File: config.mk
export PLATFORM = sky130hd
export DESIGN_NAME = sfp_convert
export DESIGN_NICKNAME = d
export VERILOG_FILES = /design/src/rtl/sfp_pkg.sv /design/src/rtl/sfp_lzc.sv /design/src/rtl/sfp_pack.sv /design/src/rtl/sfp_unpack.sv /design/src/rtl/sfp_convert.sv
export SDC_FILE = /design/constraint.sdc
export NUM_CORES = 1
export LEC_CHECK = 0
export BUFFER_PORTS_ARGS = -buffer_cell sky130_fd_sc_hd__buf_2
export CORE_MARGIN = 5
export CORE_UTILIZATION = 35
export DETAILED_ROUTE_END_ITERATION = 6
export PLACE_DENSITY = 0.65
export SLEW_MARGIN = 20
export SYNTH_ARGS = -nofsm -noshare
export SYNTH_HDL_FRONTEND = slang
export SYNTH_SLANG_ARGS = --single-unit
File: constraint.sdc
create_clock -name clk -period 4.3 [get_ports clk]
set_input_delay 0.43 -clock clk [delete_from_list [all_inputs] [get_ports clk]]
set_output_delay 0.43 -clock clk [all_outputs]
set_load 0.02 [all_outputs]
File: src/rtl/sfp_pkg.sv
package sfp_pkg;
   localparam int unsigned WORD_W  = 32;
   localparam int unsigned WEXP_W  = 8;
   localparam int unsigned WFRAC_W = 23;

   typedef enum logic {
      DIR_PACK   = 1'b0,
      DIR_UNPACK = 1'b1
   } dir_e;

   typedef struct packed {
      logic                sign;
      logic [WEXP_W-1:0]   exp;
      logic [WFRAC_W-1:0]  frac;
   } word_fp_t;
endpackage

File: src/rtl/sfp_lzc.sv
module sfp_lzc #(
   parameter int unsigned W = 11
) (
   input  logic [W-1:0]            vec,
   output logic [$clog2(W+1)-1:0]  count
);
   localparam int unsigned CW = $clog2(W + 1);

   if (W < 1) begin : g_bad_width
      $error("sfp_lzc: W must be at least 1");
   end

   // highest set bit wins because the scan runs upward
   always_comb begin
      count = CW'(W);
      for (int i = 0; i < int'(W); i++) begin
         if (vec[i]) count = CW'(int'(W) - 1 - i);
      end
   end
endmodule

File: src/rtl/sfp_pack.sv
module sfp_pack
   import sfp_pkg::*;
#(
   parameter int unsigned EXP_W      = 4,
   parameter int unsigned FRAC_W     = 11,
   parameter int unsigned EXP_OFFSET = 120
) (
   input  word_fp_t                   src,
   output logic [EXP_W+FRAC_W:0]      code
);
   localparam int unsigned MAG_W      = EXP_W + FRAC_W;
   localparam int unsigned TOP_BIASED = EXP_OFFSET + (2**EXP_W) - 1;
   localparam int unsigned DROP_W     = WFRAC_W - FRAC_W;
   localparam int unsigned DEN_BASE   = EXP_OFFSET + WFRAC_W + 1 - FRAC_W;
   localparam int unsigned EXT_W      = 2 * (WFRAC_W + 1);
   localparam int unsigned SH_MAX     = EXT_W - 1;

   logic [WFRAC_W:0]   mant;
   logic [EXP_W-1:0]   exp_n;
   logic [FRAC_W-1:0]  keep_n, keep_d;
   logic               guard_n, sticky_n, guard_d, sticky_d;
   logic [8:0]         den_sh;
   logic [5:0]         sh_c;
   logic [EXT_W-1:0]   ext;
   logic               is_sat, is_norm, guard, sticky, rnd;
   logic [MAG_W-1:0]   base, mag;
   logic [MAG_W:0]     sum;

   // normal path: direct field extraction
   always_comb begin
      mant     = {1'b1, src.frac};
      exp_n    = EXP_W'(src.exp - 8'(EXP_OFFSET));
      keep_n   = src.frac[WFRAC_W-1 -: FRAC_W];
      guard_n  = src.frac[DROP_W-1];
      sticky_n = |src.frac[DROP_W-2:0];
   end

   // denormal path: align significant to the fixed denormal quantum
   always_comb begin
      den_sh   = 9'(DEN_BASE) - {1'b0, src.exp};
      sh_c     = (den_sh > 9'(SH_MAX)) ? 6'(SH_MAX) : den_sh[5:0];
      ext      = {mant, {(WFRAC_W+1){1'b0}}} >> sh_c;
      keep_d   = FRAC_W'(ext >> (WFRAC_W + 1));
      guard_d  = ext[WFRAC_W];
      sticky_d = |ext[WFRAC_W-1:0];
   end

   // shared rounding adder; a carry walks into the exponent field
   always_comb begin
      is_sat  = src.exp > 8'(TOP_BIASED);
      is_norm = src.exp > 8'(EXP_OFFSET);
      base    = is_norm ? {exp_n, keep_n} : {{EXP_W{1'b0}}, keep_d};
      guard   = is_norm ? guard_n  : guard_d;
      sticky  = is_norm ? sticky_n : sticky_d;
      rnd     = guard & (sticky | base[0]);
      sum     = {1'b0, base} + {{MAG_W{1'b0}}, rnd};
      mag     = (is_sat || sum[MAG_W]) ? {MAG_W{1'b1}} : sum[MAG_W-1:0];
      code    = {src.sign, mag};
   end
endmodule

File: src/rtl/sfp_unpack.sv
module sfp_unpack
   import sfp_pkg::*;
#(
   parameter int unsigned EXP_W      = 4,
   parameter int unsigned FRAC_W     = 11,
   parameter int unsigned EXP_OFFSET = 120
) (
   input  logic [EXP_W+FRAC_W:0]  code,
   output word_fp_t               dst
);
   localparam int unsigned SW     = 1 + EXP_W + FRAC_W;
   localparam int unsigned DROP_W = WFRAC_W - FRAC_W;
   localparam int unsigned CW     = $clog2(FRAC_W + 1);

   logic               sgn;
   logic [EXP_W-1:0]   e_f;
   logic [FRAC_W-1:0]  f_f, f_norm;
   logic [CW-1:0]      lz;

   assign sgn = code[SW-1];
   assign e_f = code[SW-2 -: EXP_W];
   assign f_f = code[FRAC_W-1:0];

   sfp_lzc #(.W(FRAC_W)) u_lzc (
      .vec   (f_f),
      .count (lz)
   );

   always_comb begin
      f_norm   = (f_f << lz) << 1;
      dst.sign = sgn;
      if (e_f != '0) begin
         dst.exp  = 8'(e_f) + 8'(EXP_OFFSET);
         dst.frac = {f_f, {DROP_W{1'b0}}};
      end else if (f_f == '0) begin
         dst.exp  = '0;
         dst.frac = '0;
      end else begin
         dst.exp  = 8'(EXP_OFFSET) - 8'(lz);
         dst.frac = {f_norm, {DROP_W{1'b0}}};
      end
   end
endmodule

File: src/rtl/sfp_convert.sv
module sfp_convert
   import sfp_pkg::*;
#(
   parameter int unsigned EXP_W      = 4,
   parameter int unsigned FRAC_W     = 11,
   parameter int unsigned EXP_OFFSET = 120
) (
   input  logic         clk,
   input  logic         rst_n,
   input  logic         valid_in,
   input  logic         mode_in,
   input  logic [31:0]  data_in,
   output logic         valid_out,
   output logic [31:0]  data_out
);
   localparam int unsigned SW = 1 + EXP_W + FRAC_W;

   if (FRAC_W < 2 || FRAC_W > WFRAC_W - 2) begin : g_bad_frac
      $error("sfp_convert: FRAC_W out of range");
   end
   if (EXP_W < 1 || EXP_W > 7) begin : g_bad_exp
      $error("sfp_convert: EXP_W out of range");
   end
   if (EXP_OFFSET < FRAC_W || EXP_OFFSET + (2**EXP_W) - 1 > 254) begin : g_bad_off
      $error("sfp_convert: EXP_OFFSET leaves the single-precision range");
   end
   if (SW > WORD_W) begin : g_bad_sw
      $error("sfp_convert: short code wider than the word");
   end

   logic          s1_valid;
   dir_e          s1_dir;
   logic [31:0]   s1_data;
   logic [SW-1:0] pack_code;
   word_fp_t      unpack_word;

   // stage 1: capture operands
   always_ff @(posedge clk or negedge rst_n) begin
      if (!rst_n) begin
         s1_valid <= 1'b0;
         s1_dir   <= DIR_PACK;
         s1_data  <= '0;
      end else begin
         s1_valid <= valid_in;
         s1_dir   <= dir_e'(mode_in);
         s1_data  <= data_in;
      end
   end

   sfp_pack #(.EXP_W(EXP_W), .FRAC_W(FRAC_W), .EXP_OFFSET(EXP_OFFSET)) u_pack (
      .src  (word_fp_t'(s1_data)),
      .code (pack_code)
   );

   sfp_unpack #(.EXP_W(EXP_W), .FRAC_W(FRAC_W), .EXP_OFFSET(EXP_OFFSET)) u_unpack (
      .code (s1_data[SW-1:0]),
      .dst  (unpack_word)
   );

   // stage 2: register the selected result
   always_ff @(posedge clk or negedge rst_n) begin
      if (!rst_n) begin
         valid_out <= 1'b0;
         data_out  <= '0;
      end else begin
         valid_out <= s1_valid;
         data_out  <= (s1_dir == DIR_UNPACK) ? unpack_word : 32'(pack_code);
      end
   end
endmodule

# --- Yosys cells after proc, flatten, opt, wreduce, memory -nomap -nowiden ---
# Cells that the tools add are included.
classes:
  n_mux: 19
  n_reduce_logical: 5
  n_lt_le_gt_ge: 3
  n_bitwise: 2
  shift: 2
  n_addsub: 5
op_table:
  columns: ["op", "count"]
  rows:
  - ["$mux W31", 2]
  - ["$shr A48 B6 Y35", 1]
  - ["$mux W4", 10]
  - ["$mux W32", 1]
  - ["$mux W15", 2]
  - ["$reduce_or A23 Y1", 1]
  - ["$add A15 B1 Y16", 1]
  - ["$logic_not A11 Y1", 1]
  - ["$reduce_or A11 Y1", 1]
  - ["$shl A11 B4 Y10", 1]
  - ["$gt A9 B6 Y1 const B", 1]
  - ["$sub A8 B8 Y9 const A", 1]
  - ["$add A4 B7 Y8 const B", 1]
  - ["$gt A8 B7 Y1 const B", 1]
  - ["$gt A8 B8 Y1 const B", 1]
  - ["$sub A7 B4 Y8 const A", 1]
  - ["$mux W6", 1]
  - ["$reduce_bool A4 Y1", 1]
  - ["$sub A4 B4 Y4 const B", 1]
  - ["$mux W1", 3]
  - ["$and A1 B1 Y1", 1]
  - ["$logic_or A1 B1 Y1", 1]
  - ["$or A1 B1 Y1", 1]
totals:
  out_inout_bits: 33
  ff_bits: 67
  in_bits: 36
  word_cells: 41

# --- Longest topological paths before layout ---
logic_depth:
  depth_word: 15
  depth_mapped: 21
  mapped_depth_nobuf: 16

# --- Hierarchy ---
# Synthesis repeated with hierarchy kept, for this count alone.
unflattened:
  cells_unflattened: 726
  area_unflattened_um2: 6332.3
by_module_without_submodules:
  columns: ["mod", "seq_area_each_um2", "instances", "cells_each", "area_per_inst_um2"]
  rows:
  - ["sfp_pack", 0.0, 1, 511, 3417.0]
  - ["sfp_convert", 1676.6, 1, 102, 1984.4]
  - ["sfp_unpack", 0.0, 1, 96, 820.8]
  - ["sfp_lzc", 0.0, 1, 17, 110.1]

# --- Least setup slack after synthesis ---
# No wires, ideal clock.
synth_path:
  path_kind: "reg-to-reg"
  start: "reg s1_data[24]"
  end: "reg data_out[14]"
  n_path_buf: 4
  setup_slack_ns: 0.182
  stages_incl_launch_ff: 20
  required_ns: 4.176
  synth_period_minus_slack_ns: 4.118
  arrival_ns: 3.994
  setup_ns: 0.124
  path_cell_list: "dfrtp_1 -> buf_2 -> clkinv_1 -> clkbuf_1 -> ha_1 -> buf_2 -> buf_1 -> nand2_1 -> o21ai_0 -> nor2_1 -> or3_1 -> a31oi_1 -> o22ai_1 -> o221ai_2 -> ha_1 -> nand2_1 -> nor3_1 -> nand4_1 -> o211a_1 -> a211o_1"
synth_between:
  elab_chain_len: 12
  word_cells_on_any_way: 17
  classes_between: "3 x add/sub; 3 x order compare; 1 x shift; 6 x mux; 2 x bitwise; 2 x reduce/logical"
synth_lines:
  columns: ["element", "line_no", "source"]
  rows:
  - ["start, declared", "sfp_convert.sv:33", "logic [31:0] s1_data;"]
  - ["start signal, assigned", "sfp_convert.sv:46", "s1_data <= data_in;"]
  - ["$sub A8 B8 Y9", "sfp_pack.sv:40", "den_sh = 9'(DEN_BASE) - {1'b0, src.exp};"]
  - ["$gt A9 B6 Y1", "sfp_pack.sv:41", "sh_c = (den_sh > 9'(SH_MAX)) ? 6'(SH_MAX) : den_sh[5:0];"]
  - ["$mux W6", "sfp_pack.sv:41", null]
  - ["$shr A48 B6 Y35", "sfp_pack.sv:42", "ext = {mant, {(WFRAC_W+1){1'b0}}} >> sh_c;"]
  - ["$reduce_or A23 Y1", "sfp_pack.sv:45", "sticky_d = |ext[WFRAC_W-1:0];"]
  - ["$mux W1", "sfp_pack.sv:54", "sticky = is_norm ? sticky_n : sticky_d;"]
  - ["$or A1 B1 Y1", "sfp_pack.sv:55", "rnd = guard & (sticky | base[0]);"]
  - ["$and A1 B1 Y1", "sfp_pack.sv:55", null]
  - ["$add A15 B1 Y16", "sfp_pack.sv:56", "sum = {1'b0, base} + {{MAG_W{1'b0}}, rnd};"]
  - ["$logic_or A1 B1 Y1", "sfp_pack.sv:57", "mag = (is_sat || sum[MAG_W]) ? {MAG_W{1'b1}} : sum[MAG_W-1:0];"]
  - ["$mux W15 *", "sfp_pack.sv:57", null]
  - ["$mux W32 *", "sfp_convert.sv:67", "data_out <= (s1_dir == DIR_UNPACK) ? unpack_word : 32'(pack_code);"]
  - ["end signal, assigned", "sfp_convert.sv:67", null]
  - ["end, declared", "sfp_convert.sv:14", "output logic [31:0] data_out"]
# Mark *: on every way between the ends. The rest lies on a longest branch, timed or not.

# --- Worst setup path after layout ---
layout_path:
  start: "reg s1_data[25]"
  end: "reg data_out[14]"
# The elaborated chain is that of the path after synthesis.

==> metrics.cfg <==
[clock_network]
cts_sinks=66
cts-root-buf=clkbuf_16
cts_buffers=9
htreeDepth=3
clock_latency_ns=0.35
cts_resized=0
ctsHoldBuffers=0
path_clk_slew_ns=0.06
cts_tree=built
cts_setup_buffers=0
cts_buffer_depth=2

[synth]
synth_xor_area_frac=0.0272
ys_top_cells_by_area=dfrtp_1, mux2i_1, nand2_1
synthAdderAreaFrac=0.0115
synth_top_family_by_area=compound AO/OA/AOI/OAI gates
syn_avg_cell_area_um2=8.66
syn-num-nets=667
synth_top_area_cell=dfrtp_1
yosys.area.top_type_share=0.305
synthArstFlopShare=1.00
syn_area_mm2=0.00542
yosys_warnings=0
ys_ff_latch=66
synth_compound_area_frac=0.313
synthSimpleGateAreaFrac=0.195
synth_edf_count=0
synth.area.mux_share=0.0880
yosys_most_used_dff=dfrtp_1
synth_cell_types=97
seq_area_frac_synth=0.305
netlist_instances=626

[placed_design]
port_buffers=68
dpl_worst_slack_ns=0.299
hpwl_um=14100
gp_congestion=1.02

[power_and_ir_drop]
p_per_area_mw_per_mm2=333
ir_drop_v=0.000183
p_leak_nw=2.69

[timing]
setup_slack_ns=0.254
hold_viol=0
relSlewSlack=0.349
timing.final.crit_share=0.941
rsz0062_at_grt=no
fin_crit_ns=4.05
finalSetupViolations=0
finalMaxSlewViolations=0
holdWs_ns=0.157
worst_pin_slew_ns=0.968
skew_ns=0.00933
max_freq_mhz=247
fin_tns_setup_ns=0

[floorplanning]
dieArea_mm2=0.0181
die_h_um=134
die_x_um=134
start_util=0.357
core_area_mm2=0.0152
io-pin-count=69
num_rows=45

[drt]
viasPerCell=6.24
drc_errors=6
wl_per_cell_um=21.3
num_vias=5518
dr.pass1.iters=7
drt_iter0_markers=681
wirelength_um=18900
postRouteAntennaNets=0

[finish]
antenna_cells=0
fillCellCount=1553
area_growth_pct=18.9
drive_above_1_share=0.269
layout.nets=732

[status]
status=finished with violations
violations=DRC

[hold_path]
hold_class=input port to async pin

[setup_path]
crit_fanout=11
critPathLaunchType=register
cp.arrival_ns=4.26
crit_type=register to register
endpoint_kind=register
regToRegSetupSlack_ns=0.25
required_ns=4.52

[global_routing]
grt_pass1_vias=5241
antenna_found_initial=0
grt_pass1_wl_um=29900
grt_overflow=0
grt_start_max_net_pins=38
grtUsageTotal=0.212

[flow_run]
drv_cap=0

## final cells by class
type                    count  area, µm²  share of cell area
clock buffers              11        233              0.0361
clock inverters             5        103              0.0159
inverters                  14       52.6             0.00815
multi-input cells         485       3450               0.536
flip-flops and latches     66       1650               0.256
well taps                 188        235              0.0365
repair buffers            115        718               0.111
## per-stage QoR
step                power [mW]   util  area (µm²)  instances
finish                    2.15  0.424        6450        884
global route              2.24  0.424        6450        884
CTS                       2.16  0.424        6440        884
detailed placement        1.30  0.401        6100        868
global placement          1.31  0.401        6100        868
floorplan                 1.10      -        5420        626
## synthesized netlist by cell type, types with 3 or more instances
| cell | count |
|---|---|
| mux2i_1 | 33 |
| nand2_1 | 52 |
| clkbuf_1 | 39 |
| dfrtp_1 | 66 |
| ha_1 | 5 |
| o31ai_1 | 3 |
| a211o_1 | 4 |
| o31a_1 | 6 |
| nand4_1 | 6 |
| o221ai_1 | 7 |
| a32oi_1 | 3 |
| nor2b_1 | 7 |
| o211a_1 | 5 |
| o21bai_1 | 3 |
| nand3_1 | 9 |
| buf_1 | 4 |
| nor3_1 | 20 |
| a31oi_1 | 9 |
| o21ai_0 | 24 |
| buf_2 | 12 |
| and2_1 | 7 |
| buf_4 | 3 |
| a2bb2oi_1 | 5 |
| a311oi_1 | 4 |
| o211ai_1 | 6 |
| mux2_2 | 8 |
| inv_1 | 12 |
| a22oi_1 | 10 |
| nor2_1 | 49 |
| xor2_1 | 6 |
| a22o_1 | 8 |
| nor3_2 | 4 |
| or3_1 | 7 |
| nor4_1 | 7 |
| o22ai_1 | 13 |
| a221oi_1 | 12 |
| nand2b_1 | 6 |
| a211oi_1 | 7 |
| a21oi_1 | 38 |
| o21ai_1 | 3 |
| xnor2_1 | 9 |
| a21oi_2 | 13 |
## layout by cell type (no fill, tap or decap), types with 4 or more instances in the layout
cell type	count
nand2_1	52
o211a_1	5
o221ai_1	7
nor2b_1	7
buf_2	68
a21oi_2	13
a22o_1	8
nor3_1	20
xor2_1	6
a211o_1	4
nor4_1	7
nor2_1	49
a221oi_1	12
and2_1	7
a311oi_1	4
nand4_1	6
dfrtp_1	65
o22ai_1	13
ha_1	5
clkbuf_16	9
o31a_1	6
xnor2_1	8
a2bb2oi_1	5
nand3_1	9
a31oi_1	9
mux2i_1	33
inv_1	12
a211oi_1	7
nand2b_1	6
o21ai_0	24
a22oi_1	10
or3_1	7
a21oi_1	38
o211ai_1	6
mux2_2	8
nor3_2	4
buf_4	45
## worst max-delay path: stages (launching register included)
cell and delay, ns:
dfrtp_1 0.44, buf_4 0.19, ha_1 0.27, or3_1 0.34, and4_1 0.22, nor2_1 0.18
buf_12 0.18, or3_1 0.32, a2bb2oi_1 0.16, a21o_1 0.20, o21ai_2 0.21, ha_1 0.26
nand2_1 0.07, nor3_1 0.14, nand4_1 0.19, o211a_1 0.27, a211o_1 0.28
## power by group
part	total (mW)	leakage, nW	switching (mW)	internal [mW]
Clock	0.841	0.160	0.276	0.565
Sequential	0.712	0.796	0.0542	0.658
Combinational	0.593	1.73	0.366	0.228
Total	2.15	2.69	0.696	1.45
## state kept, by name, summed over array words and instances, names as in the netlist
register,count
s1_data,32
s1_dir,1
s1_valid,1
data_out,31
valid_out,1
## logic make-up (layout without fill, tap and decap cells)
| kind of cell | after synthesis | after routing |
|---|---|---|
| DFF | 66 | 66 |
| muxes | 44 | 44 |
| buffers and inverters | 75 | 145 |
| xor gates and xnor gates | 16 | 16 |
| and+or+nand+nor | 199 | 199 |
| AOI/OAI and AO/OA | 221 | 221 |
| adders and majority gates | 5 | 5 |
## worst paths after layout
check                                 startpoint                     end  cells after the start
setup / recovery           s1_data[25]$_DFF_PN0_  data_out[14]$_DFF_PN0_                     16
hold / removal                             rst_n   s1_data[20]$_DFF_PN0_                      1
setup reg to reg           s1_data[25]$_DFF_PN0_  data_out[14]$_DFF_PN0_                     16
hold reg to reg               s1_valid$_DFF_PN0_     valid_out$_DFF_PN0_                      0
max in group asynchronous                  rst_n   s1_data[23]$_DFF_PN0_                      2
min in group clk                      data_in[1]    s1_data[1]$_DFF_PN0_                      1
## metal layers
layer | up-vias | GRT usage | wire length, µm
met5 | - | 0 | 0
met1 | 2608 | 0.296 | 8110
met3 | 65 | 0.0461 | 1800
met2 | 333 | 0.315 | 8250
met4 | 0 | 0.0916 | 704
li1 | 2512 | - | -
Power figures use the tool's default switching activity.
